==> config.mk <==
export PLATFORM = sky130hd
export DESIGN_NAME = raw_wait_calc
export DESIGN_NICKNAME = d
export VERILOG_FILES = /design/src/rtl/raw_pkg.sv /design/src/rtl/raw_cand_eval.sv /design/src/rtl/raw_pick.sv /design/src/rtl/raw_wait_calc.sv
export SDC_FILE = /design/constraint.sdc
export NUM_CORES = 1
export LEC_CHECK = 0
export CAP_MARGIN = 15
export CELL_PAD_IN_SITES_DETAIL_PLACEMENT = 0
export CELL_PAD_IN_SITES_GLOBAL_PLACEMENT = 2
export CORE_MARGIN = 2
export CORE_UTILIZATION = 30
export DETAILED_ROUTE_END_ITERATION = 8
export PLACE_DENSITY_LB_ADDON = 0.1
export REMOVE_ABC_BUFFERS = 1
export SLEW_MARGIN = 20
export SYNTH_ARGS = -nofsm -noshare
export SYNTH_HDL_FRONTEND = slang
export SYNTH_SLANG_ARGS = --single-unit
==> constraint.sdc <==
create_clock -name clk -period 14.2 [get_ports clk]
set_clock_uncertainty 0.1 [all_clocks]
set_input_delay 2.84 -clock clk [delete_from_list [all_inputs] [get_ports clk]]
set_output_delay 2.84 -clock clk [all_outputs]
set_load 0.05 [all_outputs]
==> src/rtl/raw_pkg.sv <==
package raw_pkg;

  typedef enum logic [1:0] {
    KIND_IDLE    = 2'd0,
    KIND_FLIGHT  = 2'd1,
    KIND_UNKNOWN = 2'd2,
    KIND_COMMIT  = 2'd3
  } cand_kind_e;

  function automatic cand_kind_e classify(input logic vld, input logic done,
                                          input logic unk);
    if (!vld)      return KIND_IDLE;
    else if (done) return KIND_COMMIT;
    else if (unk)  return KIND_UNKNOWN;
    else           return KIND_FLIGHT;
  endfunction

endpackage

==> src/rtl/raw_cand_eval.sv <==
module raw_cand_eval
  import raw_pkg::*;
#(
  parameter int LEFT_W  = 8,
  parameter int ADV_W   = 6,
  parameter int STAMP_W = 8,
  parameter int WAIT_W  = 10
) (
  input  logic               clk,
  input  logic               rst_n,
  input  logic               vld,
  input  logic               done,
  input  logic               unk,
  input  logic [LEFT_W-1:0]  left,
  input  logic [STAMP_W-1:0] wb,
  input  logic [ADV_W-1:0]   adv,
  input  logic [STAMP_W-1:0] now,
  output cand_kind_e         kind,
  output logic               counts,
  output logic [WAIT_W-1:0]  wait_cyc
);
  localparam int CW = LEFT_W + ADV_W + STAMP_W + 2;

  function automatic logic signed [CW-1:0] zx_left(input logic [LEFT_W-1:0] v);
    return {{(CW-LEFT_W){1'b0}}, v};
  endfunction

  function automatic logic signed [CW-1:0] zx_stamp(input logic [STAMP_W-1:0] v);
    return {{(CW-STAMP_W){1'b0}}, v};
  endfunction

  function automatic logic signed [CW-1:0] sx_adv(input logic [ADV_W-1:0] v);
    return {{(CW-ADV_W){v[ADV_W-1]}}, v};
  endfunction

  logic [STAMP_W-1:0] elapsed;
  logic signed [CW-1:0] flight_w;
  logic signed [CW-1:0] commit_w;
  logic adv_neg;
  logic flight_hit;
  logic commit_hit;

  assign kind       = classify(vld, done, unk);
  assign elapsed    = now - wb;
  assign flight_w   = zx_left(left) - sx_adv(adv);
  assign commit_w   = -sx_adv(adv) - zx_stamp(elapsed);
  assign adv_neg    = adv[ADV_W-1];
  assign flight_hit = (kind == KIND_FLIGHT) && (flight_w > 0);
  assign commit_hit = (kind == KIND_COMMIT) && adv_neg && (commit_w > 0);
  assign counts     = flight_hit || commit_hit;

  always_comb begin
    wait_cyc = '0;
    if (flight_hit)      wait_cyc = flight_w[WAIT_W-1:0];
    else if (commit_hit) wait_cyc = commit_w[WAIT_W-1:0];
  end

  AST_WAIT_POSITIVE: assert property (@(posedge clk) disable iff (!rst_n)
    counts |-> (wait_cyc != '0));

  AST_COMMIT_NEG: assert property (@(posedge clk) disable iff (!rst_n)
    (counts && done) |-> adv[ADV_W-1]);

  AST_IDLE_SILENT: assert property (@(posedge clk) disable iff (!rst_n)
    !vld |-> !counts);

endmodule

==> src/rtl/raw_pick.sv <==
module raw_pick
  import raw_pkg::*;
#(
  parameter int NSRC   = 4,
  parameter int REG_W  = 6,
  parameter int WAIT_W = 10
) (
  input  logic                    clk,
  input  logic                    rst_n,
  input  cand_kind_e              kind [NSRC],
  input  logic [NSRC-1:0]         counts,
  input  logic [NSRC*WAIT_W-1:0]  waits,
  input  logic [NSRC*REG_W-1:0]   regs,
  output logic                    pick_valid,
  output logic                    pick_unknown,
  output logic [REG_W-1:0]        pick_reg,
  output logic [WAIT_W-1:0]       pick_cyc
);
  always_comb begin
    pick_valid   = 1'b0;
    pick_unknown = 1'b0;
    pick_reg     = '0;
    pick_cyc     = '0;
    for (int i = 0; i < NSRC; i++) begin
      if (kind[i] == KIND_UNKNOWN) begin
        if (!pick_valid) begin
          pick_valid   = 1'b1;
          pick_unknown = 1'b1;
          pick_reg     = regs[i*REG_W +: REG_W];
        end
      end else if (counts[i] && !pick_unknown &&
                   (waits[i*WAIT_W +: WAIT_W] > pick_cyc)) begin
        pick_valid = 1'b1;
        pick_reg   = regs[i*REG_W +: REG_W];
        pick_cyc   = waits[i*WAIT_W +: WAIT_W];
      end
    end
  end

  AST_UNK_IMPLIES_VALID: assert property (@(posedge clk) disable iff (!rst_n)
    pick_unknown |-> pick_valid);

  for (genvar g = 0; g < NSRC; g++) begin : g_max
    AST_PICK_MAX: assert property (@(posedge clk) disable iff (!rst_n)
      (counts[g] && !pick_unknown) |-> (waits[g*WAIT_W +: WAIT_W] <= pick_cyc));
  end

endmodule

==> src/rtl/raw_wait_calc.sv <==
module raw_wait_calc
  import raw_pkg::*;
#(
  parameter int NSRC    = 4,
  parameter int LEFT_W  = 8,
  parameter int ADV_W   = 6,
  parameter int STAMP_W = 8,
  parameter int REG_W   = 6,
  localparam int WAIT_W = ((LEFT_W > ADV_W) ? LEFT_W : ADV_W) + 2
) (
  input  logic                     clk,
  input  logic                     rst_n,
  input  logic                     in_valid,
  input  logic [NSRC-1:0]          cand_vld,
  input  logic [NSRC-1:0]          cand_done,
  input  logic [NSRC-1:0]          cand_unk,
  input  logic [NSRC*LEFT_W-1:0]   cand_left,
  input  logic [NSRC*STAMP_W-1:0]  cand_wb,
  input  logic [NSRC*ADV_W-1:0]    cand_adv,
  input  logic [NSRC*REG_W-1:0]    cand_reg,
  input  logic [STAMP_W-1:0]       now_cycle,
  output logic                     out_valid,
  output logic                     haz_valid,
  output logic                     haz_unknown,
  output logic [REG_W-1:0]         haz_reg,
  output logic [WAIT_W-1:0]        haz_cycles
);
  cand_kind_e              kind [NSRC];
  logic [NSRC-1:0]         counts;
  logic [NSRC*WAIT_W-1:0]  waits;
  logic                    pick_valid;
  logic                    pick_unknown;
  logic [REG_W-1:0]        pick_reg;
  logic [WAIT_W-1:0]       pick_cyc;

  for (genvar g = 0; g < NSRC; g++) begin : g_cand
    raw_cand_eval #(
      .LEFT_W(LEFT_W), .ADV_W(ADV_W), .STAMP_W(STAMP_W), .WAIT_W(WAIT_W)
    ) u_eval (
      .clk      (clk),
      .rst_n    (rst_n),
      .vld      (cand_vld[g]),
      .done     (cand_done[g]),
      .unk      (cand_unk[g]),
      .left     (cand_left[g*LEFT_W +: LEFT_W]),
      .wb       (cand_wb[g*STAMP_W +: STAMP_W]),
      .adv      (cand_adv[g*ADV_W +: ADV_W]),
      .now      (now_cycle),
      .kind     (kind[g]),
      .counts   (counts[g]),
      .wait_cyc (waits[g*WAIT_W +: WAIT_W])
    );
  end

  raw_pick #(.NSRC(NSRC), .REG_W(REG_W), .WAIT_W(WAIT_W)) u_pick (
    .clk          (clk),
    .rst_n        (rst_n),
    .kind         (kind),
    .counts       (counts),
    .waits        (waits),
    .regs         (cand_reg),
    .pick_valid   (pick_valid),
    .pick_unknown (pick_unknown),
    .pick_reg     (pick_reg),
    .pick_cyc     (pick_cyc)
  );

  always_ff @(posedge clk) begin
    if (!rst_n) begin
      out_valid   <= 1'b0;
      haz_valid   <= 1'b0;
      haz_unknown <= 1'b0;
      haz_reg     <= '0;
      haz_cycles  <= '0;
    end else begin
      out_valid <= in_valid;
      if (in_valid) begin
        haz_valid   <= pick_valid;
        haz_unknown <= pick_unknown;
        haz_reg     <= pick_reg;
        haz_cycles  <= pick_cyc;
      end
    end
  end

  AST_OUT_FOLLOWS: assert property (@(posedge clk) disable iff (!rst_n)
    in_valid |=> out_valid);

  AST_OUT_DROPS: assert property (@(posedge clk) disable iff (!rst_n)
    !in_valid |=> !out_valid);

  AST_IDLE_ZERO: assert property (@(posedge clk) disable iff (!rst_n)
    !haz_valid |-> (haz_cycles == '0 && haz_reg == '0));

  AST_UNK_ZERO: assert property (@(posedge clk) disable iff (!rst_n)
    haz_unknown |-> (haz_valid && haz_cycles == '0));

endmodule

# [Word-level counts from Yosys, hierarchy flattened]
# Cells that the tools add are included.
# W data, S select, Z words.
[totals] register_bits=19 inputBits=135 word_cells=125
[classes] add_sub_neg=16 n_lt_le_gt_ge=12 eq_ne=12 muxes=54 n_reduce_logical=26
[op_table] op="$mux W10" n=16
[op_table] op="$gt A24 B1 Y1 const B" n=4
[op_table] op="$neg A6 Y24" n=4
[op_table] op="$sub A24 B9 Y24" n=4
[op_table] op="$mux W6" n=11
[op_table] op="$gt A10 B1 Y1 const B" n=5
[op_table] op="$sub A9 B6 Y10" n=4
[op_table] op="$sub A8 B8 Y8" n=4
[op_table] op="$gt A10 B10 Y1" n=3
[op_table] op="$mux W2" n=12
[op_table] op="$logic_and A1 B1 Y1" n=19
[op_table] op="$eq A2 B2 Y1 const B" n=8
[op_table] op="$mux W1" n=15
[op_table] op="$eq A2 B1 Y1 const B" n=4
[op_table] op="$logic_or A1 B1 Y1" n=4
[op_table] op="$logic_not A1 Y1" n=3

# [Logic depth before layout (Yosys ltp)]
# Gate-level depths: netlist (run 1).
[logic_depth] depth_word=24 mapped_depth=57 mapped_depth_nobuf=53

# [Hierarchy]
# Synthesis (run 1) repeated with hierarchy kept, for this count alone.
[unflattened] cells_unflattened=1004 hier_area_um2=7837.5
[modules_own_cells] module="raw_cand_eval (g_cand[2].u_eval ...)" instances=2 cells_each=179 area_per_inst_um2=1356.3 seq_area_each_um2=0.0
[modules_own_cells] module="raw_pick" instances=1 cells_each=229 area_per_inst_um2=1620.3 seq_area_each_um2=0.0
[modules_own_cells] module="raw_cand_eval (g_cand[1].u_eval)" instances=1 cells_each=180 area_per_inst_um2=1407.6 seq_area_each_um2=0.0
[modules_own_cells] module="raw_cand_eval (g_cand[0].u_eval)" instances=1 cells_each=178 area_per_inst_um2=1381.3 seq_area_each_um2=0.0
[modules_own_cells] module="raw_wait_calc" instances=1 cells_each=59 area_per_inst_um2=715.7 seq_area_each_um2=380.4

# [Least setup slack after synthesis (run 1)]
# Ideal clock, no wire load.
[synth_path] path_kind="input -> register" from="in now_cycle[0]" to="reg haz_reg[0]" setup_ns=0.074 arrival_ns=12.252 t_required_ns=14.026 path_slack_ns=1.774 path_stages=55 n_path_buf=4 cell_sequence="inv_1 ha_1 inv_1 fa_1 a21oi_1 nor2_1 nor2_1 xnor2_1 ha_1 ha_1 o21ai_0 o21bai_1 a21oi_1 o21bai_1 a21o_1 ha_1 or4_1 a21o_1 [... 19 more ...] a31oi_1 o221a_4 buf_6 buf_2 nor2_1 a21oi_1 ha_1 nand4_1 or2_2 nor2_1 nor2_1 o211ai_1 o21ai_0 a21oi_1 o21a_1 clkbuf_1 o21ai_0 a31oi_1"
[synth_via] elab_chain_len=22 word_cells_on_any_way=68 classes_between="add/sub (8); order compare (8); mux (35); reduce/logical (17)"
[synth_lines] element="start, declared" line="raw_wait_calc.sv:21" rtl="input logic [STAMP_W-1:0] now_cycle,"
[synth_lines] element="$sub A8 B8 Y8" line="raw_cand_eval.sv:44" rtl="assign elapsed = now - wb;"
[synth_lines] element="$sub A24 B9 Y24" line="raw_cand_eval.sv:46" rtl="assign commit_w = -sx_adv(adv) - zx_stamp(elapsed);"
[synth_lines] element="$gt A24 B1 Y1" line="raw_cand_eval.sv:49" rtl="assign commit_hit = (kind == KIND_COMMIT) && adv_neg && (commit_w > 0);"
[synth_lines] element="$logic_and A1 B1 Y1" line="raw_cand_eval.sv:49"
[synth_lines] element="$mux W10" line="raw_cand_eval.sv:55" rtl="else if (commit_hit) wait_cyc = commit_w[WAIT_W-1:0];"
[synth_lines] element="$mux W10" line="raw_cand_eval.sv:54" rtl="if (flight_hit) wait_cyc = flight_w[WAIT_W-1:0];"
[synth_lines] element="$gt A10 B1 Y1" line="raw_pick.sv:32" rtl="(waits[i*WAIT_W +: WAIT_W] > pick_cyc)) begin"
[synth_lines] element="$logic_and A1 B1 Y1" line="raw_pick.sv:31" rtl="end else if (counts[i] && !pick_unknown &&"
[synth_lines] element="[... 6 more ...]"
[synth_lines] element="$gt A10 B10 Y1" line="raw_pick.sv:32"
[synth_lines] element="$logic_and A1 B1 Y1" line="raw_pick.sv:31"
[synth_lines] element="$mux W10" line="raw_pick.sv:31"
[synth_lines] element="$mux W10" line="raw_pick.sv:25" rtl="if (kind[i] == KIND_UNKNOWN) begin"
[synth_lines] element="$gt A10 B10 Y1" line="raw_pick.sv:32"
[synth_lines] element="$logic_and A1 B1 Y1" line="raw_pick.sv:31"
[synth_lines] element="$mux W6" line="raw_pick.sv:31"
[synth_lines] element="$mux W6 *" line="raw_pick.sv:25"
[synth_lines] element="end signal, assigned" line="raw_wait_calc.sv:80" rtl="haz_reg <= pick_reg;"
[synth_lines] element="end, declared" line="raw_wait_calc.sv:25" rtl="output logic [REG_W-1:0] haz_reg,"
# Every way passes the cells marked *; elsewhere a longest branch is shown, timed or not.
# A chain may end at the register's enable or synchronous reset.

# [Worst setup path after layout (run 1)]
[layout_path] from="in now_cycle[0]" to="reg haz_reg[4]"
# The elaborated chain is that of the path after synthesis.

==> results of run 1 <==
[path summary, 6_finish.rpt]
kind	from	to	slack, ns	depth (start not counted)
max	now_cycle[0]	haz_reg[4]$_SDFFE_PN0P_	1.03	52
min	haz_cycles[5]$_SDFFE_PN0P_	haz_cycles[5]$_SDFFE_PN0P_	0.36	2
min reg2reg	haz_cycles[5]$_SDFFE_PN0P_	haz_cycles[5]$_SDFFE_PN0P_	0.36	2
max reg2reg	haz_cycles[3]$_SDFFE_PN0P_	haz_cycles[3]$_SDFFE_PN0P_	13.21	3
[worst max-delay path: cells and delay by family]
family / cells / cell delay, ns
fa+ha+maj: 8 / 2.35
mux: 1 / 0.42
xor+xnor: 1 / 0.15
buf+inv: 4 / 0.71
simple gates: 11 / 1.87
compound gates: 27 / 4.85
[kinds of logic after synthesis]
family                   share of synthesized area, %
AO/OA/AOI/OAI                                   29.44
multiplexers                                    2.412
buffers and inverters                           8.699
flip-flops                                      5.165
AND/OR/NAND/NOR                                 16.50
other                                          0.1020
adder cells (fa/ha/maj)                         30.78
XOR/XNOR                                        6.898
[cell type report]
class                           count  area [um^2]
Fill cell                        2560        14830
Multi-Input combinational cell    796         6362
Timing Repair Buffer              156         1554
Inverter                          150        563.0
Tap cell                          324        405.4
Sequential cell                    19        380.4
Clock buffer                        4        78.83
[placed cells by master, fill, tap and decap left out, types with 15 or more instances in the layout]
cell type,Yosys,final
a21o_1,27,27
clkdlybuf4s50_1,0,153
inv_1,150,150
a31oi_1,19,19
nand2_1,28,28
nor2_1,52,52
nand2b_1,19,19
o21bai_1,16,16
dfxtp_1,19,19
o21a_1,19,19
nor2b_1,15,15
xnor2_1,35,35
o21ai_0,67,66
a21oi_1,72,71
ha_1,162,162
xor2_1,23,23
nand3_1,16,16
[per-layer routing]
metal / routed length (um) / share of wire (%) / GRT usage (%) / vias to the layer above
met1: 11580 / 49 / 25.41 / 3255
met5: 0 / 0 / 0 / -
met3: 649 / 2.8 / 0.9039 / 12
met2: 11130 / 47 / 30.86 / 134
met4: 165 / 0.70 / 1.720 / 0
li1: - / - / - / 3863
[power breakdown]
| part | internal (mW) | switching, mW |
|---|---|---|
| logic | 0.237 | 0.295 |
| registers | 0.0572 | 0.00196 |
| clock network | 0.0381 | 0.0186 |
[timing repair]
action                                  in CTS  in global routing
gates resized for setup                      0                  2
endpoints found under the hold margin        0                  0
endpoints found under the setup margin       0                 13
==> reports/results.ini, run 1 <==
[routing]
dr_total_vias=7264
post_drt_wl_per_cell_um=16.24
drtIter0Drc=385
drt-pass1-iter-count=5
finalWirelength_um=23530
ant_nets=0
drc_errors=0
viasPerCell=5.013

[cells_and_area]
largest_reg_flops=10
fin_area_mm2=0.009344
syn2layout_area_growth_pct=26.88
fin_nets=1435
final_util_pct=38.65
drive_gt1_share_pct=2.489
instances_no_fill=1449
diodes=0

[floorplan]
rows=57
ios=154
coreArea_mm2=0.02418
dieArea_mm2=0.02582
die_w_um=160.7
fp.dieH_um=160.7
start_util_pct=30.46

[cts]
cts_sinks=19
cts_setup_buffers=0
cts.htree.levels=1
cts_made_buffers=3
clock_path_buffers=2
clkLatencyLatePin_ns=0.24
holdBufCountCts=0
cts_tree=built
ctsRootBufferMaster=clkbuf_16
clk_transition_reported_paths_ns=0.05

[synthesis]
synthFlopType=dfxtp_1
yosys-top-cells-count=162 x ha_1, 150 x inv_1, 72 x a21oi_1
ys_warn_count=0
synthMostInstantiatedCell=ha_1
synth_top_area_cell=ha_1
seq_area_frac_synth_pct=5.165
syn-cell-area_mm2=0.007365
synth-edff-count=0
synth_top_cell_area_share_pct=27.52
syn_avg_cell_area_um2=7.546
synthTopCellsByArea=ha_1 28%, inv_1 7.6%, dfxtp_1 5.2%
synth-seq-cells=19
async_flop_share_pct=0
synthCells=976
synthDistinctLibCells=72

[power]
vdd_ir_drop_max_v=0.00003599
power.total_mw=0.6474
p_leak_nw=4.372
power_density_mw_per_mm2=69.29

[sta]
hold_slack_ns=0.3596
finalHoldViolCount=0
fmax_ghz=0.07594
setup_viol=0
relSlewSlack_pct=28.55
rsz0062_at_grt=no
worst_pin_slew_ns=1.062
finalSetupTns_ns=0
finalMaxSlewViolations=0
setup_ws_ns=1.032
layout_min_cycle_time_ns=13.17
finalCritPeriodShare_pct=92.74

[setup_path]
crit_fanout=19
cpMaxStageDelayCell=or4_1
endpoint_kind=flip-flop
path_class=input port to flip-flop
cp.required_ns=14.27
arrival_ns=13.24
slowest_delay_ns=0.46
start_kind=input port

[global_route]
overflow=0
grt_max_degree=27
grt_pass1_vias=7000
grt_use_total_pct=17.85
grt_pass1_wl_um=37380
antenna_found_initial=0

[place]
hpwlAfterDp_um=21110
io_buffers=153
place.gp.congestion=0.8435
pre_cts_ws_ns=0.4449
place_area_mm2=0.009261
dp_cells=1445

[min_path]
hp-class=flip-flop to flip-flop

[job]
drv_cap=0

[run_status]
status=completed

No activity file was read; power rests on OpenSTA's default activity.
==> run 2: changes to the inputs <==
--- a/config.mk
+++ b/config.mk
@@ -9,11 +9,12 @@
 export CELL_PAD_IN_SITES_DETAIL_PLACEMENT = 0
 export CELL_PAD_IN_SITES_GLOBAL_PLACEMENT = 2
 export CORE_MARGIN = 2
-export CORE_UTILIZATION = 30
+export CORE_UTILIZATION = 31
 export DETAILED_ROUTE_END_ITERATION = 8
 export PLACE_DENSITY_LB_ADDON = 0.1
 export REMOVE_ABC_BUFFERS = 1
 export SLEW_MARGIN = 20
 export SYNTH_ARGS = -nofsm -noshare
 export SYNTH_HDL_FRONTEND = slang
+export SYNTH_HIERARCHICAL = 1
 export SYNTH_SLANG_ARGS = --single-unit
==> run 2 against run 1 <==
  * Sequential share of layout area decreased by 0.21 points
  * Core utilization increased by 0.72 points
  * Sequential power shrank 2%
  * Combinational power is 3% higher
  * Routed wire length is 0.94% lower
  * Total power up 2.7%
  * First-iteration DRC count fell by 21%
  * Hold slack better by 0.057 ns
  * Critical path depth up 2
  * Cell area is 5.5% higher
==> reports/results.ini, run 2 <==
[cells_and_area]
fillers=2629  ; +2.7%
instances_no_fill=1488  ; +2.7%
syn2layout_area_growth_pct=25.77
diodes=0  ; unchanged
largest_reg_flops=10  ; unchanged
layout_commonest_cell=ha_1
regArea_um2=380.4  ; unchanged
final_cell_mix=161 x ha_1, 152 x clkdlybuf4s50_1, 138 x inv_1
fin_nets=1467  ; +2.2%
drive_gt1_share_pct=7.254  ; +4.8 points
multi_input_area_mm2=0.006860  ; +7.8%

[job]
drv_cap=0  ; unchanged

[power]
vdd_ir_drop_max_v=0.00005268  ; +46%
power_density_mw_per_mm2=67.46  ; -2.6%
p_leak_nw=4.496  ; +2.8%

[synthesis]
seq_area_frac_synth_pct=4.853  ; -0.31 points
synthMostInstantiatedCell=ha_1
yosys-top-cells-count=161 x ha_1, 138 x inv_1, 66 x nand2_1
syn_avg_cell_area_um2=7.806  ; +3.5%
ys_warn_count=6  ; +6
synthDistinctLibCells=81  ; +13%
syn-cell-area_mm2=0.007838  ; +6.4%
synth-seq-cells=19  ; unchanged
synthFlopType=dfxtp_1
async_flop_share_pct=0  ; unchanged
synth_top_area_cell=ha_1
synthTopCellsByArea=ha_1 26%, inv_1 6.6%, dfxtp_1 4.9%
synth-edff-count=0  ; unchanged
synthCells=1004  ; +2.9%
synth_top_cell_area_share_pct=25.70  ; -1.8 points

[setup_path]
path_class=input port to flip-flop
cpMaxStageDelayCell=o32ai_1
crit_fanout=11  ; -8
arrival_ns=13.12  ; -0.12 ns
start_kind=input port
slowest_delay_ns=0.62  ; +0.16 ns
cp.required_ns=14.24  ; -0.03 ns
endpoint_kind=flip-flop
crit_buf_inv=6  ; +2
cpMostUsedCell=ha_1
crit_family=compound AO/OA/AOI/OAI gates

[sta]
finalCritPeriodShare_pct=92.12  ; -0.62 points
finalSetupTns_ns=0  ; unchanged
hold_slack_ns=0.4162  ; +0.05662 ns
setup_viol=0  ; unchanged
rsz0062_at_grt=no
layout_min_cycle_time_ns=13.08  ; -0.08763 ns
fmax_ghz=0.07645  ; +0.67%
finalHoldViolCount=0  ; unchanged
finalMaxSlewViolations=0  ; unchanged
worst_pin_slew_ns=0.9352  ; -0.1267 ns
relSlewSlack_pct=37.38  ; +8.8 points

[cts]
clkLatencyLatePin_ns=0.25  ; about the same
ctsRootBufferMaster=clkbuf_16
cts_sinks=19  ; unchanged
cts.htree.levels=1  ; unchanged
cts_made_buffers=3  ; unchanged
clock_path_buffers=2  ; unchanged
holdBufCountCts=0  ; unchanged
cts_tree=built
clk_transition_reported_paths_ns=0.06  ; about the same

[routing]
viasPerCell=4.908  ; -2.1%
drt-pass1-iter-count=5  ; unchanged
ant_nets=0  ; unchanged
finalWirelength_um=23300  ; -0.94%
drc_errors=0  ; unchanged
drtIter0Drc=304  ; -21%
post_drt_wl_per_cell_um=15.66  ; -3.5%
dr_total_vias=7303  ; +0.54%

[place]
hpwlAfterDp_um=20450  ; -3.2%
place.gp.congestion=0.8294  ; -1.7%
dp_cells=1480  ; +2.4%
io_buffers=153  ; unchanged

[floorplan]
die_w_um=163.0  ; +1.4%
fp.dieH_um=163.0  ; +1.4%
start_util_pct=31.30  ; +0.84 points
ios=154  ; unchanged
coreArea_mm2=0.02504  ; +3.6%
dieArea_mm2=0.02657  ; +2.9%
rows=58  ; +1.8%

[global_route]
overflow=0  ; unchanged
grt_pass1_vias=6999  ; -0.014%
grt_max_degree=22  ; -19%
antenna_found_initial=0  ; unchanged
grt_pass1_wl_um=36390  ; -2.6%
grt_use_total_pct=17.12  ; -0.74 points

[run_status]
status=completed

[min_path]
hp-class=flip-flop to flip-flop

==> run 2: final cells by class <==
| cell class | instances | share of cell area [%] |
|---|---|---|
| Clock buffer | 3 | 0.7616 |
| Sequential cell | 19 | 3.859 |
| Multi-Input combinational cell | 833 | 69.60 |
| Clock inverter | 1 | 0.05077 |
| Timing Repair Buffer | 163 | 16.25 |
| Inverter | 139 | 5.293 |
| Tap cell | 330 | 4.189 |
==> run 2: cell families (layout without fill, tap and decap cells) <==
kind of cell | after synthesis | after routing | synth area share, %
buffers and inverters | 153 | 306 | 7.966
AOI/OAI and AO/OA | 313 | 313 | 29.76
and+or+nand+nor | 245 | 246 | 17.03
other | 4 | 4 | 0.1915
adders and majority gates | 173 | 173 | 28.77
muxes | 31 | 31 | 4.055
xor gates and xnor gates | 66 | 66 | 7.376
DFF | 19 | 19 | 4.853
==> run 2: what timing repair did <==
action                     4_1_cts  5_1_grt
setup endpoints to repair        0       16
setup buffers                    0        3
gates resized for setup          0        5
==> run 2: power breakdown <==
group / internal [mW] / switching (mW)
Sequential: 0.0566 / 0.00174
Combinational: 0.248 / 0.300
Clock: 0.0377 / 0.0203
==> run 2: stage by stage <==
stage / instance area, um^2 / utilization, % / total power, mW / setup slack, ns
floorplan: 7735 / - / 0.4566 / 1.889
global placement: 9732 / 38.87 / 0.6103 / 0.4382
detailed placement: 9732 / 38.87 / 0.6038 / 0.03008
CTS: 9812 / 39.19 / 0.6668 / 0.2739
global route: 9857 / 39.37 / 0.7378 / 0.02718
finish: 9857 / 39.37 / 0.6649 / 1.119
==> run 2: final timing paths <==
check / endpoint / from / cells after the start / slack [ns]
max: haz_reg[3]$_SDFFE_PN0P_ / now_cycle[0] / 54 / 1.12
min: haz_cycles[3]$_SDFFE_PN0P_ / haz_cycles[3]$_SDFFE_PN0P_ / 2 / 0.42
max reg2reg: haz_reg[3]$_SDFFE_PN0P_ / haz_reg[3]$_SDFFE_PN0P_ / 2 / 13.47
min reg2reg: haz_cycles[3]$_SDFFE_PN0P_ / haz_cycles[3]$_SDFFE_PN0P_ / 2 / 0.42
==> run 2: routing by layer <==
layer	part of all wire (%)	vias up	global-route usage [%]	wire length, um
li1	-	3934	-	-
met4	0.47	0	0.8045	110
met5	0	-	0	0
met3	2.4	8	1.120	568
met1	51	3265	24.84	11970
met2	46	96	29.10	10660
==> run 2: worst reg2reg max path: stages, from the launching register on <==
cell     delay [ns]
dfxtp_1        0.35
mux2i_1        0.08
nor2b_1        0.14
